`src/rtl/dat_pkg.sv`:
```
package dat_pkg;
  localparam int CNT_W = 6;

  typedef logic [CNT_W-1:0] cnt_t;

  typedef struct packed {
    cnt_t rcd;
    cnt_t ras;
    cnt_t wr;
    cnt_t rp;
  } timing_t;

  typedef struct packed {
    logic act;
    logic rd;
    logic wr;
    logic pre;
  } cmd_t;

  // Interval for one bin: the coolest value is the worst value scaled down and
  // rounded up, and the bins in between are interpolated upward (also rounded up).
  function automatic cnt_t scaleTiming(int worst, int cutPct, int bin, int nBins);
    int cool;
    int span;
    cool = (worst * (100 - cutPct) + 99) / 100;
    span = worst - cool;
    return cnt_t'(cool + (span * bin + nBins - 2) / (nBins - 1));
  endfunction
endpackage

```
`src/rtl/dat_table.sv`:
```
module dat_table
  import dat_pkg::*;
#(
  parameter int NSETS     = 4,
  parameter int SET_W     = 2,
  parameter int RCD_WORST = 11,
  parameter int RAS_WORST = 28,
  parameter int WR_WORST  = 12,
  parameter int RP_WORST  = 11,
  parameter int RCD_CUT   = 17,
  parameter int RAS_CUT   = 37,
  parameter int WR_CUT    = 54,
  parameter int RP_CUT    = 35
) (
  input  logic [SET_W-1:0] setIdx,
  output timing_t          cur
);
  timing_t tbl [NSETS];

  generate
    for (genvar b = 0; b < NSETS; b++) begin : g_set
      assign tbl[b] = '{rcd: scaleTiming(RCD_WORST, RCD_CUT, b, NSETS),
                        ras: scaleTiming(RAS_WORST, RAS_CUT, b, NSETS),
                        wr:  scaleTiming(WR_WORST,  WR_CUT,  b, NSETS),
                        rp:  scaleTiming(RP_WORST,  RP_CUT,  b, NSETS)};
    end
  endgenerate

  assign cur = tbl[setIdx];
endmodule

```
`src/rtl/dat_ctrl.sv`:
```
module dat_ctrl
  import dat_pkg::*;
#(
  parameter int NSETS    = 4,
  parameter int SET_W    = 2,
  parameter int TEMP_W   = 8,
  parameter int REF_W    = 2,
  parameter int BIN_BASE = 55,
  parameter int BIN_STEP = 10,
  parameter int HYST     = 3
) (
  input  logic              clk,
  input  logic              rstN,
  input  logic              tempStb,
  input  logic              tempOk,
  input  logic [TEMP_W-1:0] tempC,
  input  logic [REF_W-1:0]  refreshCode,
  input  logic              actReq,
  input  logic              rdReq,
  input  logic              wrReq,
  input  logic              preReq,
  input  cmd_t              okVec,
  input  logic              bankIdle,
  output cmd_t              issue,
  output logic [SET_W-1:0]  activeSet
);
  localparam int HYST_W = $clog2(HYST + 1);
  localparam logic [SET_W-1:0] WORST = SET_W'(NSETS - 1);
  localparam logic [HYST_W-1:0] HYST_FULL = HYST_W'(HYST);

  logic [SET_W-1:0]  sampleBin;
  logic [SET_W-1:0]  candSet;
  logic [HYST_W-1:0] streak;

  // Bin of the current reading; invalid or over-range readings land on the worst set.
  always_comb begin
    sampleBin = WORST;
    if (tempOk) begin
      for (int b = NSETS - 2; b >= 0; b--) begin
        if (int'(tempC) <= BIN_BASE + b * BIN_STEP) sampleBin = SET_W'(b);
      end
    end
  end

  always_ff @(posedge clk or negedge rstN) begin
    if (!rstN) begin
      activeSet <= WORST;
      candSet   <= WORST;
      streak    <= '0;
    end else if (refreshCode != '0) begin
      activeSet <= WORST;
      streak    <= '0;
    end else if (tempStb) begin
      if (sampleBin >= activeSet) begin
        activeSet <= sampleBin;
        streak    <= '0;
      end else if (sampleBin == candSet && streak != '0) begin
        if (streak != HYST_FULL) streak <= streak + 1'b1;
      end else begin
        candSet <= sampleBin;
        streak  <= HYST_W'(1);
      end
    end else if (streak == HYST_FULL && bankIdle) begin
      activeSet <= candSet;
      streak    <= '0;
    end
  end

  // One command per cycle, fixed priority.
  always_comb begin
    issue = '0;
    if (actReq && okVec.act)     issue.act = 1'b1;
    else if (rdReq && okVec.rd)  issue.rd  = 1'b1;
    else if (wrReq && okVec.wr)  issue.wr  = 1'b1;
    else if (preReq && okVec.pre) issue.pre = 1'b1;
  end


  refresh_force_chk: assert property (@(posedge clk) disable iff (!rstN)
    (refreshCode != '0) |=> (activeSet == WORST));


  invalid_sample_chk: assert property (@(posedge clk) disable iff (!rstN)
    (tempStb && !tempOk) |=> (activeSet == WORST));


  lower_when_idle_chk: assert property (@(posedge clk) disable iff (!rstN)
    ($past(rstN) && (activeSet < $past(activeSet))) |-> $past(bankIdle));
endmodule

```
`src/rtl/dat_timers.sv`:
```
module dat_timers
  import dat_pkg::*;
#(
  parameter int BURST_LEN = 4
) (
  input  logic    clk,
  input  logic    rstN,
  input  cmd_t    issue,
  input  timing_t cur,
  output cmd_t    okVec,
  output logic    bankIdle
);
  localparam int NCNT = 3;
  localparam cnt_t SAT = '1;

  logic [NCNT-1:0] trigVec;
  cnt_t            elapsed [NCNT];
  logic            rowOpen;
  logic [CNT_W:0]  wrNeed;

  // 0: since activate, 1: since write, 2: since precharge
  assign trigVec = {issue.pre, issue.wr, issue.act};

  generate
    for (genvar i = 0; i < NCNT; i++) begin : g_cnt
      cnt_t el;
      always_ff @(posedge clk or negedge rstN) begin
        if (!rstN)              el <= SAT;
        else if (trigVec[i])    el <= cnt_t'(1);
        else if (el != SAT)     el <= el + 1'b1;
      end
      assign elapsed[i] = el;
    end
  endgenerate

  always_ff @(posedge clk or negedge rstN) begin
    if (!rstN)          rowOpen <= 1'b0;
    else if (issue.act) rowOpen <= 1'b1;
    else if (issue.pre) rowOpen <= 1'b0;
  end

  assign wrNeed = {1'b0, cur.wr} + (CNT_W + 1)'(BURST_LEN);

  always_comb begin
    okVec.act = !rowOpen && (elapsed[2] >= cur.rp);
    okVec.rd  = rowOpen && (elapsed[0] >= cur.rcd);
    okVec.wr  = rowOpen && (elapsed[0] >= cur.rcd);
    okVec.pre = rowOpen && (elapsed[0] >= cur.ras) && ({1'b0, elapsed[1]} >= wrNeed);
  end

  assign bankIdle = okVec.act;


  reopen_block_chk: assert property (@(posedge clk) disable iff (!rstN)
    issue.act |=> !okVec.act);


  wr_recovery_chk: assert property (@(posedge clk) disable iff (!rstN)
    issue.wr |=> !okVec.pre);


  closed_no_access_chk: assert property (@(posedge clk) disable iff (!rstN)
    issue.pre |=> (!okVec.rd && !okVec.wr && !okVec.pre));
endmodule

```
`src/rtl/dram_adaptive_timing.sv`:
```
module dram_adaptive_timing
  import dat_pkg::*;
#(
  parameter int NSETS     = 4,
  parameter int TEMP_W    = 8,
  parameter int REF_W     = 2,
  parameter int BIN_BASE  = 55,
  parameter int BIN_STEP  = 10,
  parameter int HYST      = 3,
  parameter int BURST_LEN = 4,
  parameter int RCD_WORST = 11,
  parameter int RAS_WORST = 28,
  parameter int WR_WORST  = 12,
  parameter int RP_WORST  = 11,
  parameter int RCD_CUT   = 17,
  parameter int RAS_CUT   = 37,
  parameter int WR_CUT    = 54,
  parameter int RP_CUT    = 35,
  localparam int SET_W    = $clog2(NSETS)
) (
  input  logic              clk,
  input  logic              rstN,
  input  logic              tempStb,
  input  logic              tempOk,
  input  logic [TEMP_W-1:0] tempC,
  input  logic [REF_W-1:0]  refreshCode,
  input  logic              actReq,
  input  logic              rdReq,
  input  logic              wrReq,
  input  logic              preReq,
  output logic              actOk,
  output logic              rdOk,
  output logic              wrOk,
  output logic              preOk,
  output logic [SET_W-1:0]  setIdx
);
  cmd_t    issue;
  cmd_t    okVec;
  timing_t cur;
  logic    bankIdle;

  dat_ctrl #(
    .NSETS(NSETS), .SET_W(SET_W), .TEMP_W(TEMP_W), .REF_W(REF_W),
    .BIN_BASE(BIN_BASE), .BIN_STEP(BIN_STEP), .HYST(HYST)
  ) u_ctrl (
    .clk(clk), .rstN(rstN), .tempStb(tempStb), .tempOk(tempOk), .tempC(tempC),
    .refreshCode(refreshCode), .actReq(actReq), .rdReq(rdReq), .wrReq(wrReq),
    .preReq(preReq), .okVec(okVec), .bankIdle(bankIdle), .issue(issue),
    .activeSet(setIdx)
  );

  dat_table #(
    .NSETS(NSETS), .SET_W(SET_W),
    .RCD_WORST(RCD_WORST), .RAS_WORST(RAS_WORST), .WR_WORST(WR_WORST), .RP_WORST(RP_WORST),
    .RCD_CUT(RCD_CUT), .RAS_CUT(RAS_CUT), .WR_CUT(WR_CUT), .RP_CUT(RP_CUT)
  ) u_table (
    .setIdx(setIdx), .cur(cur)
  );

  dat_timers #(
    .BURST_LEN(BURST_LEN)
  ) u_timers (
    .clk(clk), .rstN(rstN), .issue(issue), .cur(cur), .okVec(okVec), .bankIdle(bankIdle)
  );

  assign actOk = okVec.act;
  assign rdOk  = okVec.rd;
  assign wrOk  = okVec.wr;
  assign preOk = okVec.pre;
endmodule

```
`config.mk`:
```
export PLATFORM = sky130hd
export DESIGN_NAME = dram_adaptive_timing
export DESIGN_NICKNAME = d
export VERILOG_FILES = /design/src/rtl/dat_pkg.sv /design/src/rtl/dat_table.sv /design/src/rtl/dat_ctrl.sv /design/src/rtl/dat_timers.sv /design/src/rtl/dram_adaptive_timing.sv
export SDC_FILE = /design/constraint.sdc
export NUM_CORES = 1
export LEC_CHECK = 0
export ABC_AREA = 1
export BUFFER_PORTS_ARGS = -buffer_cell sky130_fd_sc_hd__buf_2
export CAP_MARGIN = 40
export CELL_PAD_IN_SITES_DETAIL_PLACEMENT = 0
export CELL_PAD_IN_SITES_GLOBAL_PLACEMENT = 2
export CORE_MARGIN = 1.5
export CORE_UTILIZATION = 34
export CTS_CLUSTER_SIZE = 25
export DETAILED_ROUTE_END_ITERATION = 7
export GPL_TIMING_DRIVEN = 1
export PLACE_DENSITY = 0.77
export SLEW_MARGIN = 30
export SYNTH_ARGS = -nofsm -noshare
export SYNTH_HDL_FRONTEND = slang
export SYNTH_SLANG_ARGS = --single-unit
export TNS_END_PERCENT = 30
```
`constraint.sdc`:
```
create_clock -name clk -period 2.4 [get_ports clk]
set_input_delay 0.24 -clock clk [delete_from_list [all_inputs] [get_ports clk]]
set_output_delay 0.24 -clock clk [all_outputs]
set_load 0.02 [all_outputs]
```
==> impl_metrics.tcl <==
set metrics [dict create \
    syn_to_final_growth_pct 17.57 \
    final-setup-viol-count 0 \
    critPathMaxFanout 3 \
    n_antenna_cell 0 \
    route.detailed.drc 0 \
    start_util_pct 35.31 \
    drive_above_1_share_pct 28.27 \
    synth_common_cells "inv_1 (53), nand2_1 (44), nor2_1 (25)" \
    drv_cap 0 \
    synthesis.instances 253 \
    critPathKind "flip-flop to primary output" \
    die_h_microns 78.62 \
    io_pins 24 \
    core_sq_um 5507 \
    gp_congestion 0.7403 \
    clkTransAtPathRegs_ns 0.10 \
    routed_wl_microns 4069 \
    synthArstFlopShare_pct 100.0 \
    htreeDepth 1 \
    rsz0062_at_grt "yes" \
    fin_crit_sh_pct 97.02 \
    dr.first_iter.drc_count 35 \
    drv_slew 0 \
    antenna_found_initial 0 \
    p_per_area_nw_per_um2 969.4 \
    nFillCells 581 \
    synthMostInstantiatedCell "inv_1" \
    outcome "finished clean" \
    clk_latency_ns 0.28 \
    first_global_vias 1585 \
    gr-total-overflow 0 \
    die-area_sq_um 6181 \
    dp.cells 349 \
    leakagePower_nw 1.172 \
    drtPass1Iterations 4 \
    clock_sink_count 25 \
    grt_pass1_wl_microns 7265 \
    peakVddDrop_v 0.0003513 \
    hold_viol 0 \
    numCtsBuffers 3 \
    synth-edff-count 0 \
    grt_max_degree 26 \
    synth_area_leaders "dfstp_2 (30%), ha_1 (14%), inv_1 (10%)" \
    yosys_register_bits 25 \
    final_cell_area_sq_um 2286 \
    hpwl_microns 3159 \
    cts_tree "yes" \
    setup.worst_path.end_class "primary output" \
    viasPerCell 4.561 \
    placed_area_sq_um 2160 \
    cts_root_buf "clkbuf_8" \
    critPathRequiredTime_ns 2.16 \
    ctsLongestPathBuffers 2 \
    yosysTopAreaCell "dfstp_2" \
    syn_nets 293 \
    netlist.area_leader.share_pct 29.73 \
    wire_per_inst_microns 11.46 \
    num_vias 1619 \
    nets 324 \
    rows 27 \
    worst_slew_pin_slew_ns 0.6034 \
    relSlewSlack_pct 59.77 \
    die_w_microns 78.62 \
    fmax_mhz 429.5 \
    drt.antenna.violating_nets 0 \
    seq_area_frac_synth_pct 33.59 \
    io_buffers 22 \
    groute.usage.overall_pct 14.76 \
    start_kind "flip-flop" \
    synth_area_sq_um 1944 \
    crit_arrival_ns 2.09 \
    syn_area_per_cell_sq_um 7.685 \
    ys.flop_type "dfstp_2" \
    hold_path.class "input port to flip-flop" \
    synth_cell_type_count 30 \
    layoutNonFillerInstCount 355 \
    yosys_warnings 0 \
    min_period_ns 2.328 \
    skew_ns 0.008151 \
]
-- kinds of logic after synthesis --
logic type	after synthesis	share of synthesized area (%)
buffers and inverters	57	11.20
xor gates and xnor gates	9	4.054
DFF	25	33.59
and+or+nand+nor	99	23.94
AOI/OAI and AO/OA	39	11.90
adders and majority gates	22	14.16
muxes	2	1.158
-- per-layer routing --
layer | global-route usage [%] | vias up | part of all wire [%]
met4 | 3.750 | 0 | 0.71
met3 | 2.326 | 2 | 2.6
li1 | - | 861 | -
met2 | 24.22 | 18 | 45
met5 | 0 | - | 0
met1 | 20.11 | 738 | 52
-- cell usage in the layout, fill, tap and decap left out, types with 3 or more instances in the layout --
master,instances
nor2_1,24
xor2_1,8
buf_4,4
nand4_1,4
dfrtp_1,3
o21ai_0,17
clkbuf_8,3
ha_1,18
nor3_1,3
buf_2,21
a31oi_1,3
nor2_2,5
inv_1,51
inv_2,5
nand3_1,11
ha_4,3
nand2_1,44
a21oi_1,9
dfstp_2,22
-- critical path, cell delays in order, from the launching register on --
cell,delay [ns]
dfstp_2,0.55
inv_2,0.06
ha_2,0.18
or2_4,0.25
ha_4,0.25
nand4_1,0.09
nor2_1,0.12
nor2_1,0.06
nor2_2,0.11
buf_6,0.13
-- flip-flops by register name (all words and copies together) (netlist names) --
register	flops
u_ctrl.activeSet	2
u_ctrl.candSet	2
u_ctrl.streak	2
u_timers.g_cnt.el	18
u_timers.rowOpen	1
-- metrics by stage --
step                hold slack (ns)  power (mW)  setup slack (ns)   TNS, ns  utilization (%)
floorplan                  -0.05559       1.660           0.03208         0                -
global placement             0.2957       1.904            0.1219         0            39.22
detailed placement           0.3003       1.917            0.1270         0            39.22
CTS                          0.2919       2.220          0.006144         0            40.58
global route                 0.2697       2.482          -0.03283  -0.03283            41.51
finish                       0.2533       2.216           0.07153         0            41.51
-- report_power, final --
group	internal, mW	switching (mW)
Clock	0.118	0.151
Combinational	0.439	0.612
Sequential	0.703	0.193
-- cell type report --
cell class,instances,area [sq um],share of cell area [%]
clock buffer,3,41.29,1.806
multi-input combinational,171,1127,49.32
clock inverter,1,7.507,0.3284
inverter,56,210.2,9.195
sequential,25,653.1,28.57
tap,72,90.09,3.941
timing repair buffer,27,156.4,6.842
-- path summary, 6_finish.rpt --
check,slack (ns),cells past startpoint,to,startpoint
worst max-delay path,0.07,9,preOk,u_ctrl.activeSet[0]$_DFFE_PN1P_
max in group asynchronous,1.51,2,u_ctrl.activeSet[0]$_DFFE_PN1P_,rstN
worst min-delay path,0.25,3,u_timers.g_cnt[2].el[0]$_DFFE_PN1P_,preReq
worst min register to register,0.51,2,u_ctrl.candSet[0]$_DFFE_PN1P_,u_ctrl.candSet[0]$_DFFE_PN1P_
worst max register to register,0.23,12,u_timers.g_cnt[2].el[5]$_DFFE_PN1P_,u_ctrl.activeSet[0]$_DFFE_PN1P_
min in group asynchronous,0.50,2,u_ctrl.streak[0]$_DFFE_PN0P_,rstN
-- what timing repair did --
| item | CTS | global route |
|---|---|---|
| pin swaps | 3 | 5 |
| hold buffers | 1 | 0 |
| endpoints found under the setup margin | 1 | 8 |
| gates resized for setup | 4 | 10 |
| endpoints found under the hold margin | 3 | 0 |
| setup buffers | 1 | 0 |
(Power assumes the default switching activity.)
